[src/rtl/aag_pkg.sv]
package aag_pkg;
  typedef enum logic [2:0] {
    M_OFS    = 3'd0,
    M_PREUPD = 3'd1,
    M_POST   = 3'd2,
    M_CIRC   = 3'd3,
    M_BREV   = 3'd4
  } aag_mode_e;
endpackage

[src/rtl/aag_regs.sv]
module aag_regs #(
  parameter int NAR  = 8,
  parameter int AW   = 32,
  parameter int NU   = 2,
  parameter int ARW  = $clog2(NAR),
  parameter int SELW = $clog2(NAR + 3)
) (
  input  logic               clk,
  input  logic               rst,
  input  logic               cfg_we,
  input  logic [SELW-1:0]    cfg_sel,
  input  logic [AW-1:0]      cfg_data,
  input  logic [NU-1:0]      wr_en,
  input  logic [NU*ARW-1:0]  wr_idx,
  input  logic [NU*AW-1:0]   wr_val,
  output logic [NAR*AW-1:0]  ar_flat,
  output logic [AW-1:0]      ir0,
  output logic [AW-1:0]      ir1,
  output logic [AW-1:0]      bk
);
  localparam int SEL_IR0 = NAR;
  localparam int SEL_IR1 = NAR + 1;
  localparam int SEL_BK  = NAR + 2;

  logic [AW-1:0] ar_q [NAR];
  logic [AW-1:0] ir0_q, ir1_q, bk_q;

  always_ff @(posedge clk) begin
    if (rst) begin
      for (int i = 0; i < NAR; i++) ar_q[i] <= '0;
      ir0_q <= '0;
      ir1_q <= '0;
      bk_q  <= '0;
    end else begin
      if (cfg_we) begin
        if (int'(cfg_sel) < NAR)         ar_q[cfg_sel[ARW-1:0]] <= cfg_data;
        else if (int'(cfg_sel) == SEL_IR0) ir0_q <= cfg_data;
        else if (int'(cfg_sel) == SEL_IR1) ir1_q <= cfg_data;
        else if (int'(cfg_sel) == SEL_BK)  bk_q  <= cfg_data;
      end
      // lanes later in the loop override earlier writers
      for (int u = 0; u < NU; u++)
        if (wr_en[u]) ar_q[wr_idx[u*ARW +: ARW]] <= wr_val[u*AW +: AW];
    end
  end

  genvar g;
  generate
    for (g = 0; g < NAR; g++) begin : g_flat
      assign ar_flat[g*AW +: AW] = ar_q[g];
    end
  endgenerate

  assign ir0 = ir0_q;
  assign ir1 = ir1_q;
  assign bk  = bk_q;


  last_lane_wins_chk: assert property (@(posedge clk) disable iff (rst)
    wr_en[NU-1] |=> ar_q[$past(wr_idx[(NU-1)*ARW +: ARW])] == $past(wr_val[(NU-1)*AW +: AW]));


  reset_clear_chk: assert property (@(posedge clk)
    rst |=> (ar_q[0] == '0 && ir0_q == '0 && ir1_q == '0 && bk_q == '0));
endmodule

[src/rtl/aag_unit.sv]
module aag_unit
  import aag_pkg::*;
#(
  parameter int AW = 32,
  parameter int DW = 8
) (
  input  logic          clk,
  input  logic          rst,
  input  logic          in_valid,
  output logic          in_ready,
  input  aag_mode_e     mode,
  input  logic          src,
  input  logic          idx,
  input  logic          sub,
  input  logic [DW-1:0] disp,
  input  logic [AW-1:0] ar,
  input  logic [AW-1:0] ir0,
  input  logic [AW-1:0] ir1,
  input  logic [AW-1:0] bk,
  input  logic          out_ready,
  output logic          out_valid,
  output logic [AW-1:0] out_addr,
  output logic          wr_en,
  output logic [AW-1:0] wr_val
);
  function automatic logic [AW-1:0] rev(input logic [AW-1:0] v);
    logic [AW-1:0] r;
    for (int i = 0; i < AW; i++) r[i] = v[AW-1-i];
    return r;
  endfunction

  logic          accept, upd;
  logic [AW-1:0] off, sum, mask, circ, brev, nxt_addr;
  logic [AW:0]   t;

  assign in_ready = !out_valid || out_ready;
  assign accept   = in_valid && in_ready;

  always_comb begin
    off = src ? (idx ? ir1 : ir0) : {{(AW-DW){1'b0}}, disp};
    sum = sub ? ar - off : ar + off;
    mask = bk - 1'b1;
    for (int s = 1; s < AW; s = s * 2) mask = mask | (mask >> s);
    if (!sub) begin
      t = {1'b0, ar & mask} + {1'b0, off};
      if (t >= {1'b0, bk}) t = t - {1'b0, bk};
    end else begin
      t = {1'b0, ar & mask} - {1'b0, off};
      if (t[AW]) t = t + {1'b0, bk};
    end
    circ = (bk == '0) ? sum : ((ar & ~mask) | t[AW-1:0]);
    brev = rev(rev(ar) + rev(ir0));
    case (mode)
      M_PREUPD: begin nxt_addr = sum; upd = 1'b1; wr_val = sum;  end
      M_POST:   begin nxt_addr = ar;  upd = 1'b1; wr_val = sum;  end
      M_CIRC:   begin nxt_addr = ar;  upd = 1'b1; wr_val = circ; end
      M_BREV:   begin nxt_addr = ar;  upd = 1'b1; wr_val = brev; end
      default:  begin nxt_addr = sum; upd = 1'b0; wr_val = sum;  end
    endcase
  end

  assign wr_en = accept && upd;

  always_ff @(posedge clk) begin
    if (rst) begin
      out_valid <= 1'b0;
      out_addr  <= '0;
    end else if (in_ready) begin
      out_valid <= in_valid;
      if (accept) out_addr <= nxt_addr;
    end
  end


  stall_hold_chk: assert property (@(posedge clk) disable iff (rst)
    (out_valid && !out_ready) |=> (out_valid && $stable(out_addr)));


  stall_no_write_chk: assert property (@(posedge clk) disable iff (rst)
    (out_valid && !out_ready) |-> !wr_en);


  accept_valid_chk: assert property (@(posedge clk) disable iff (rst)
    accept |=> out_valid);


  circ_region_chk: assert property (@(posedge clk) disable iff (rst)
    (wr_en && mode == M_CIRC && bk != '0 && (ar & mask) < bk && off <= bk)
      |-> ((wr_val & ~mask) == (ar & ~mask) && (wr_val & mask) < bk));
endmodule

[src/rtl/aux_addr_gen.sv]
module aux_addr_gen
  import aag_pkg::*;
#(
  parameter int NAR  = 8,
  parameter int AW   = 32,
  parameter int DW   = 8,
  parameter int NU   = 2,
  parameter int ARW  = $clog2(NAR),
  parameter int SELW = $clog2(NAR + 3)
) (
  input  logic              clk,
  input  logic              rst,
  input  logic              cfg_we,
  input  logic [SELW-1:0]   cfg_sel,
  input  logic [AW-1:0]     cfg_data,
  input  logic [NU-1:0]     in_valid,
  output logic [NU-1:0]     in_ready,
  input  logic [NU*ARW-1:0] u_ar,
  input  logic [NU*3-1:0]   u_mode,
  input  logic [NU-1:0]     u_src,
  input  logic [NU-1:0]     u_idx,
  input  logic [NU-1:0]     u_sub,
  input  logic [NU*DW-1:0]  u_disp,
  input  logic [NU-1:0]     out_ready,
  output logic [NU-1:0]     out_valid,
  output logic [NU*AW-1:0]  out_addr
);
  logic [NAR*AW-1:0] ar_flat;
  logic [AW-1:0]     ir0, ir1, bk;
  logic [NU-1:0]     wr_en;
  logic [NU*AW-1:0]  wr_val;

  aag_regs #(.NAR(NAR), .AW(AW), .NU(NU), .ARW(ARW), .SELW(SELW)) u_regs (
    .clk(clk), .rst(rst),
    .cfg_we(cfg_we), .cfg_sel(cfg_sel), .cfg_data(cfg_data),
    .wr_en(wr_en), .wr_idx(u_ar), .wr_val(wr_val),
    .ar_flat(ar_flat), .ir0(ir0), .ir1(ir1), .bk(bk)
  );

  genvar g;
  generate
    for (g = 0; g < NU; g++) begin : g_lane
      logic [AW-1:0] ar_rd;
      assign ar_rd = ar_flat[u_ar[g*ARW +: ARW]*AW +: AW];

      aag_unit #(.AW(AW), .DW(DW)) u_lane (
        .clk(clk), .rst(rst),
        .in_valid(in_valid[g]), .in_ready(in_ready[g]),
        .mode(aag_mode_e'(u_mode[g*3 +: 3])),
        .src(u_src[g]), .idx(u_idx[g]), .sub(u_sub[g]),
        .disp(u_disp[g*DW +: DW]),
        .ar(ar_rd), .ir0(ir0), .ir1(ir1), .bk(bk),
        .out_ready(out_ready[g]), .out_valid(out_valid[g]),
        .out_addr(out_addr[g*AW +: AW]),
        .wr_en(wr_en[g]), .wr_val(wr_val[g*AW +: AW])
      );
    end
  endgenerate
endmodule

[config.mk]
export PLATFORM = sky130hd
export DESIGN_NAME = aux_addr_gen
export DESIGN_NICKNAME = d
export VERILOG_FILES = /design/src/rtl/aag_pkg.sv /design/src/rtl/aag_regs.sv /design/src/rtl/aag_unit.sv /design/src/rtl/aux_addr_gen.sv
export SDC_FILE = /design/constraint.sdc
export NUM_CORES = 2
export LEC_CHECK = 0
export ABC_AREA = 1
export CORE_MARGIN = 2
export CORE_UTILIZATION = 28
export CTS_CLUSTER_DIAMETER = 80
export CTS_CLUSTER_SIZE = 24
export DETAILED_ROUTE_END_ITERATION = 10
export DONT_BUFFER_PORTS = 1
export PLACE_DENSITY_LB_ADDON = 0.1
export REMOVE_ABC_BUFFERS = 1
export SETUP_SLACK_MARGIN = 0.3
export SLEW_MARGIN = 20
export SYNTH_ARGS = -nofsm -noshare
export SYNTH_HDL_FRONTEND = slang
export SYNTH_SLANG_ARGS = --single-unit
[constraint.sdc]
create_clock -name clk -period 8.9 [get_ports clk]
set_input_delay 1.78 -clock clk [delete_from_list [all_inputs] [get_ports clk]]
set_output_delay 1.78 -clock clk [all_outputs]
set_load 0.005 [all_outputs]
== Word level (Yosys, flattened, before mapping) ==
Memory sizes are Yosys's and may differ from the RTL's.
Index checks and enable logic that the tools add are counted.
Operators by class
  add/sub/neg operators: 15
  multiply operators: 0
  div/mod/pow operators: 0
  order comparisons: 3
  eq/ne operators: 11
  shift operators: 2
  multiplexer cells: 41
  bitwise operators: 15
  reduce and logical (&&, ||, !) cells: 21
Operators with widths (count)
  32-bit 2-to-1 mux: 19
  256-bit by 9-bit indexed part select with 32-bit output: 2
  32-bit adder: 6
  32-bit AND: 4
  32-bit case mux with 2 select lines: 2
  32-bit subtractor: 4
  32-bit OR reduction: 3
  32-bit by 32-bit adder with 33-bit output: 2
  33-bit by 32-bit >= comparator with 1-bit output: 2
  32-bit by 32-bit subtractor with 33-bit output: 2
  32-bit OR: 2
  32-bit zero test: 1
  32-bit inverter: 1
  32-bit by 16-bit OR with 32-bit output: 1
  32-bit by 24-bit OR with 32-bit output: 1
  32-bit by 28-bit OR with 32-bit output: 1
  32-bit by 30-bit OR with 32-bit output: 1
  32-bit by 31-bit OR with 32-bit output: 1
  32-bit by 1-bit subtractor with 32-bit output, second input constant: 1
  1-bit 2-to-1 mux: 17
  3-bit by 2-bit == test with 1-bit output, second input constant: 4
  4-bit == test, second input constant: 3
  3-bit 2-to-1 mux: 3
  4-bit OR reduction: 2
  other kinds (12): 23
Storage, ports and cells
  register bits: 162
  bits in latches: 0
  memory bits (writable): 256
  memory bits (read-only): 0
  input port bits: 77
  output and inout bits: 68
  word-level logic and storage cells: 116
  memories kept: 1
Memories
  u_regs.ar_q: words 8, width 32, read ports 8, clocked after memory_dff 0, wr ports 8, line aag_regs.sv:25  | logic [AW-1:0] ar_q [NAR];

== Logic depth before layout (Yosys ltp) ==
  word-level depth: 15
  mapped depth: 51
  mapped depth without buffers: 50

== By module ==
A second synthesis with hierarchy kept.
Unflattened totals
  cells, all modules: 11495
  area total of the unflattened synthesis: 63488.4 um^2
Modules (own cells, without submodules)
  aag_unit (g_lane[1].u_lane): times used 1, cells an instance 3868, area an instance 19672.6 um^2, seq. area each 660.6 um^2
  aag_unit (g_lane[0].u_lane): times used 1, cells an instance 3768, area an instance 19351.1 um^2, seq. area each 660.6 um^2
  aag_regs: times used 1, cells an instance 2413, area an instance 18481.5 um^2, seq. area each 9609.2 um^2
  aux_addr_gen: times used 1, cells an instance 1446, area an instance 5983.2 um^2, seq. area each 0.0 um^2

== Worst setup path before layout ==
OpenSTA, ideal clock, no wires.
  path kind: input to register
  start: input port u_ar[0]
  end: memory u_regs.ar_q[0][10], data pin
  library setup time: 0.258 ns
  arrival: 6.811 ns
  required time: 8.642 ns
  setup slack: 1.831 ns
  stages on the path: 38
  path buffers: 4
  path through: buf_2 clkinv_1 nand3_1 buf_1 o22ai_1 nor4_1 inv_1 nor2_1 ha_1 clkbuf_2 nor2_1 nand2_1 nor2_1 nand2_1 nand2_1 nand2_1 o21ai_0 xor2_1 [... 2 more ...] nand2_1 nor2_1 nand2_1 nor2_1 nand2_1 a21oi_1 nor2_2 nand4_2 nand2_4 inv_2 buf_4 nand2_1 nand3_1 nand4_1 nand2_1 nand2_1 o21ai_0 nand2_1
RTL lines
  start: declaration: line aux_addr_gen.sv:18  | input logic [NU*ARW-1:0] u_ar,
  end: declaration: line aag_regs.sv:25

==> impl_metrics.xml <==
<?xml version="1.0" encoding="UTF-8"?>
<metrics>
  <group name="worst_setup_path">
    <metric name="worst_path_largest_cell_delay" unit="ns">0.60</metric>
    <metric name="critical-path-top-cell-by-count" unit="">nand2_1</metric>
    <metric name="critical_path_required" unit="ns">9.31</metric>
    <metric name="critical_path_class" unit="">in -&gt; reg</metric>
    <metric name="cp_slowest_cell" unit="">nor3_1</metric>
    <metric name="worst-path-max-fanout" unit="">15</metric>
    <metric name="worst_setup_path_start_kind" unit="">input port</metric>
    <metric name="reg2regPathDepth" unit="">43</metric>
    <metric name="worst_ep_arrival_time" unit="ns">8.91</metric>
    <metric name="timing.critical_path.to_type" unit="">flop</metric>
  </group>
  <group name="synthesis">
    <metric name="synthesis.area" unit="mm²">0.0556</metric>
    <metric name="dominantRegCellSynth" unit="">edfxtp_1</metric>
    <metric name="post-synth-top-area-cell" unit="">nand2_1</metric>
    <metric name="synth_enable_flop_cells" unit="">256</metric>
    <metric name="share_of_synthesized_area_occupied_by_flip_flops_and_latches" unit="">0.197</metric>
    <metric name="yosysWarnings" unit="">0</metric>
    <metric name="count_of_different_cell_masters_after_synthesis" unit="">67</metric>
    <metric name="synth.cells.most_frequent" unit="">nand2_1, inv_1, nor2_1, a21oi_1, o21ai_0</metric>
    <metric name="ys_top_cells_by_area" unit="">nand2_1, edfxtp_1, ha_1</metric>
    <metric name="cell_with_the_most_instances_after_synthesis" unit="">nand2_1</metric>
    <metric name="synthDominantCellAreaShare" unit="">0.166</metric>
    <metric name="synth_async_sr_flop_share" unit="">0</metric>
    <metric name="synth-seq-cells" unit="">418</metric>
    <metric name="syn-instance-count" unit="">9319</metric>
    <metric name="post_synth.cell_area_avg" unit="µm²">5.96</metric>
  </group>
  <group name="routing">
    <metric name="first_pass_iters" unit="">9</metric>
    <metric name="detail_route.wl_per_cell" unit="µm">32.0</metric>
    <metric name="first_iter_violations" unit="">10000</metric>
    <metric name="vias_per_cell" unit="">5.63</metric>
    <metric name="routed-via-count" unit="">73400</metric>
    <metric name="drt.antenna.violating_nets" unit="">0</metric>
    <metric name="totalWireLength" unit="µm">417000</metric>
    <metric name="drc_errors" unit="">0</metric>
  </group>
  <group name="job">
    <metric name="number_of_maximum_capacitance_constraint_violations" unit="">0</metric>
  </group>
  <group name="clock_network">
    <metric name="path_clk_slew" unit="ns">0.10</metric>
    <metric name="maximum_clock_insertion_buffer_count" unit="">3</metric>
    <metric name="clock_tree.htree_level_count" unit="">2</metric>
    <metric name="tritoncts" unit="">built</metric>
    <metric name="cts_inserted_buffers" unit="">34</metric>
    <metric name="cts_sinks" unit="">418</metric>
    <metric name="cts_root_buf" unit="">clkbuf_16</metric>
    <metric name="worst_skew_pair.late_latency" unit="ns">0.70</metric>
  </group>
  <group name="pwr">
    <metric name="total_leakage_power" unit="µW">0.0348</metric>
    <metric name="power-per-cell-area" unit="mW/mm²">224</metric>
    <metric name="vdd_ir_drop_max" unit="mV">0.160</metric>
    <metric name="total_power" unit="µW">15700</metric>
  </group>
  <group name="timing">
    <metric name="setup_violations" unit="">0</metric>
    <metric name="worst_slew_pin_slew" unit="ns">1.18</metric>
    <metric name="timing.fmax" unit="MHz">118</metric>
    <metric name="final_critical_path_setup_slack" unit="ns">0.404</metric>
    <metric name="clock-skew-final" unit="ns">0.0845</metric>
    <metric name="final.min_clock_period" unit="ns">8.50</metric>
    <metric name="setup-tns-final" unit="ns">0</metric>
    <metric name="setup_repair_after_global_routing_missed_its_margin" unit="">yes</metric>
    <metric name="relSlewSlack" unit="">0.206</metric>
    <metric name="finalHoldViolations" unit="">0</metric>
    <metric name="maxSlewViolCount" unit="">0</metric>
    <metric name="min_period_over_period" unit="">0.955</metric>
  </group>
  <group name="placed_design">
    <metric name="dp_worst_setup_slack" unit="ns">-0.291</metric>
    <metric name="gp_congestion" unit="">1.05</metric>
    <metric name="place.detailed.hpwl" unit="µm">342000</metric>
    <metric name="post-place-cells" unit="">13000</metric>
    <metric name="io_buffer_count" unit="">0</metric>
  </group>
  <group name="die">
    <metric name="design.core.area" unit="mm²">0.197</metric>
    <metric name="die_width" unit="µm">449</metric>
    <metric name="die_height" unit="µm">449</metric>
    <metric name="floorplan.rows" unit="">163</metric>
    <metric name="floorplan.io_pins" unit="">145</metric>
    <metric name="initial_utilization" unit="">0.282</metric>
    <metric name="die_area" unit="mm²">0.202</metric>
  </group>
  <group name="cells_and_area">
    <metric name="syn2layout_area_growth" unit="%">26.5</metric>
    <metric name="share_of_final_layout_standard_cells_stronger_than_drive_strength_1" unit="">0.167</metric>
    <metric name="layoutNonFillerInstCount" unit="">13000</metric>
    <metric name="nNetsFinal" unit="">10800</metric>
  </group>
  <group name="status">
    <metric name="status" unit="">finished clean</metric>
  </group>
  <group name="worst_hold_path">
    <metric name="timing.hold.worst_path_depth" unit="">2</metric>
    <metric name="min_path_type" unit="">reg -&gt; reg</metric>
  </group>
  <group name="grt">
    <metric name="pin_count_of_the_biggest_net_entering_global_routing" unit="">67</metric>
    <metric name="grt_pass1_wl" unit="µm">561000</metric>
    <metric name="globalRouteOverflowTotal" unit="">0</metric>
    <metric name="track_usage" unit="">0.395</metric>
    <metric name="grt_antenna_before_repair" unit="">39</metric>
    <metric name="via_count_of_the_first_global_routing_pass" unit="">67700</metric>
  </group>
</metrics>
[layer usage]
| layer | track usage | share of wire |
|---|---|---|
| met1 | 0.521 | 0.41 |
| met2 | 0.596 | 0.42 |
| met3 | 0.0666 | 0.089 |
| met4 | 0.252 | 0.077 |
| met5 | 0 | 0.00022 |
[per-stage QoR]
step                      utilization  area [µm²]  hold slack [ns]
after floorplan                     -       54000            0.446
after global placement          0.348       68600            0.476
after detailed placement        0.348       68600            0.473
after CTS                       0.355       69900            0.485
after global routing            0.356       70300            0.504
final                           0.356       70300            0.486
[layout make-up]
type	count	area, µm²
Timing Repair Buffer	1368	11200
Clock inverter	25	380
Antenna cell	22	55.1
Inverter	1085	4080
Multi-Input combinational cell	7451	39500
Fill cell	22100	127000
Sequential cell	418	10900
Clock buffer	37	893
Tap cell	2640	3300
[cells by family (layout without fill, tap and decap cells)]
logic type	Yosys count	count (layout)	share of synthesized area
AOI/OAI and AO/OA	2106	2106	0.209
xor gates and xnor gates	275	275	0.0433
adders and majority gates	397	397	0.0910
buffers and inverters	1450	2515	0.101
DFF	418	418	0.197
other	0	22	0
and+or+nand+nor	4673	4673	0.358
[flip-flops by register name, indices dropped and copies added (netlist names)]
signal,flops
g_lane.u_lane.out_valid,2
u_regs.ir0,32
u_regs.ar_q,256
g_lane.u_lane.out_addr,64
u_regs.ir1,32
u_regs.bk,32
[worst paths after layout]
path,from,endpoint,slack (ns)
min,g_lane[1].u_lane.out_addr[16],g_lane[1].u_lane.out_addr[16],0.49
min reg2reg,g_lane[1].u_lane.out_addr[16],g_lane[1].u_lane.out_addr[16],0.49
max,u_ar[2],u_regs.ar_q[3][28],0.40
max reg2reg,u_regs.bk[1],u_regs.ar_q[3][28],0.56
[power by group]
| part | total (µW) | leakage (µW) | switching, µW | internal [µW] |
|---|---|---|---|---|
| clock | 1850 | 0.000604 | 1040 | 809 |
| sequential | 2280 | 0.00403 | 112 | 2170 |
| combinational | 11600 | 0.0301 | 7580 | 4030 |
[worst max-delay path: cells and delay by family]
family          cells  cell delay, ns
compound gates      5            0.96
xor+xnor            1            0.18
simple gates       19            3.72
buf+inv             9            1.59
fa+ha+maj           2            0.66
[placed cells by master, fill, tap and decap left out, types with 17 or more instances in the layout]
cell / instances
nand2_1: 2439
buf_4: 1292
inv_1: 1053
nor2_1: 959
a21oi_1: 845
o21ai_0: 700
nand3_1: 658
ha_1: 383
edfxtp_1: 256
xor2_1: 217
nand4_1: 163
o22ai_1: 159
dfxtp_1: 158
nor3_1: 103
or2_2: 80
buf_12: 71
o21ai_1: 64
o211ai_1: 62
a21o_1: 56
xnor2_1: 56
o21bai_1: 50
nand2_2: 48
a31oi_1: 35
clkbuf_16: 35
nand3_2: 34
nor2_2: 30
nor4_1: 29
nor2_4: 29
nand3b_1: 24
or3_1: 23
diode_2: 22
o21a_1: 22
o22a_1: 20
a21boi_0: 17
[what timing repair did]
action                                  4_1_cts  5_1_grt
resized for setup                             5       72
hold buffers                                  0        0
hold endpoints to repair                      0        0
endpoints found under the setup margin      178      256
buffers inserted                              0       10
pin swaps                                     0       13
cloned                                        0        0
Note: power is estimated with default switching activity, not from simulation.
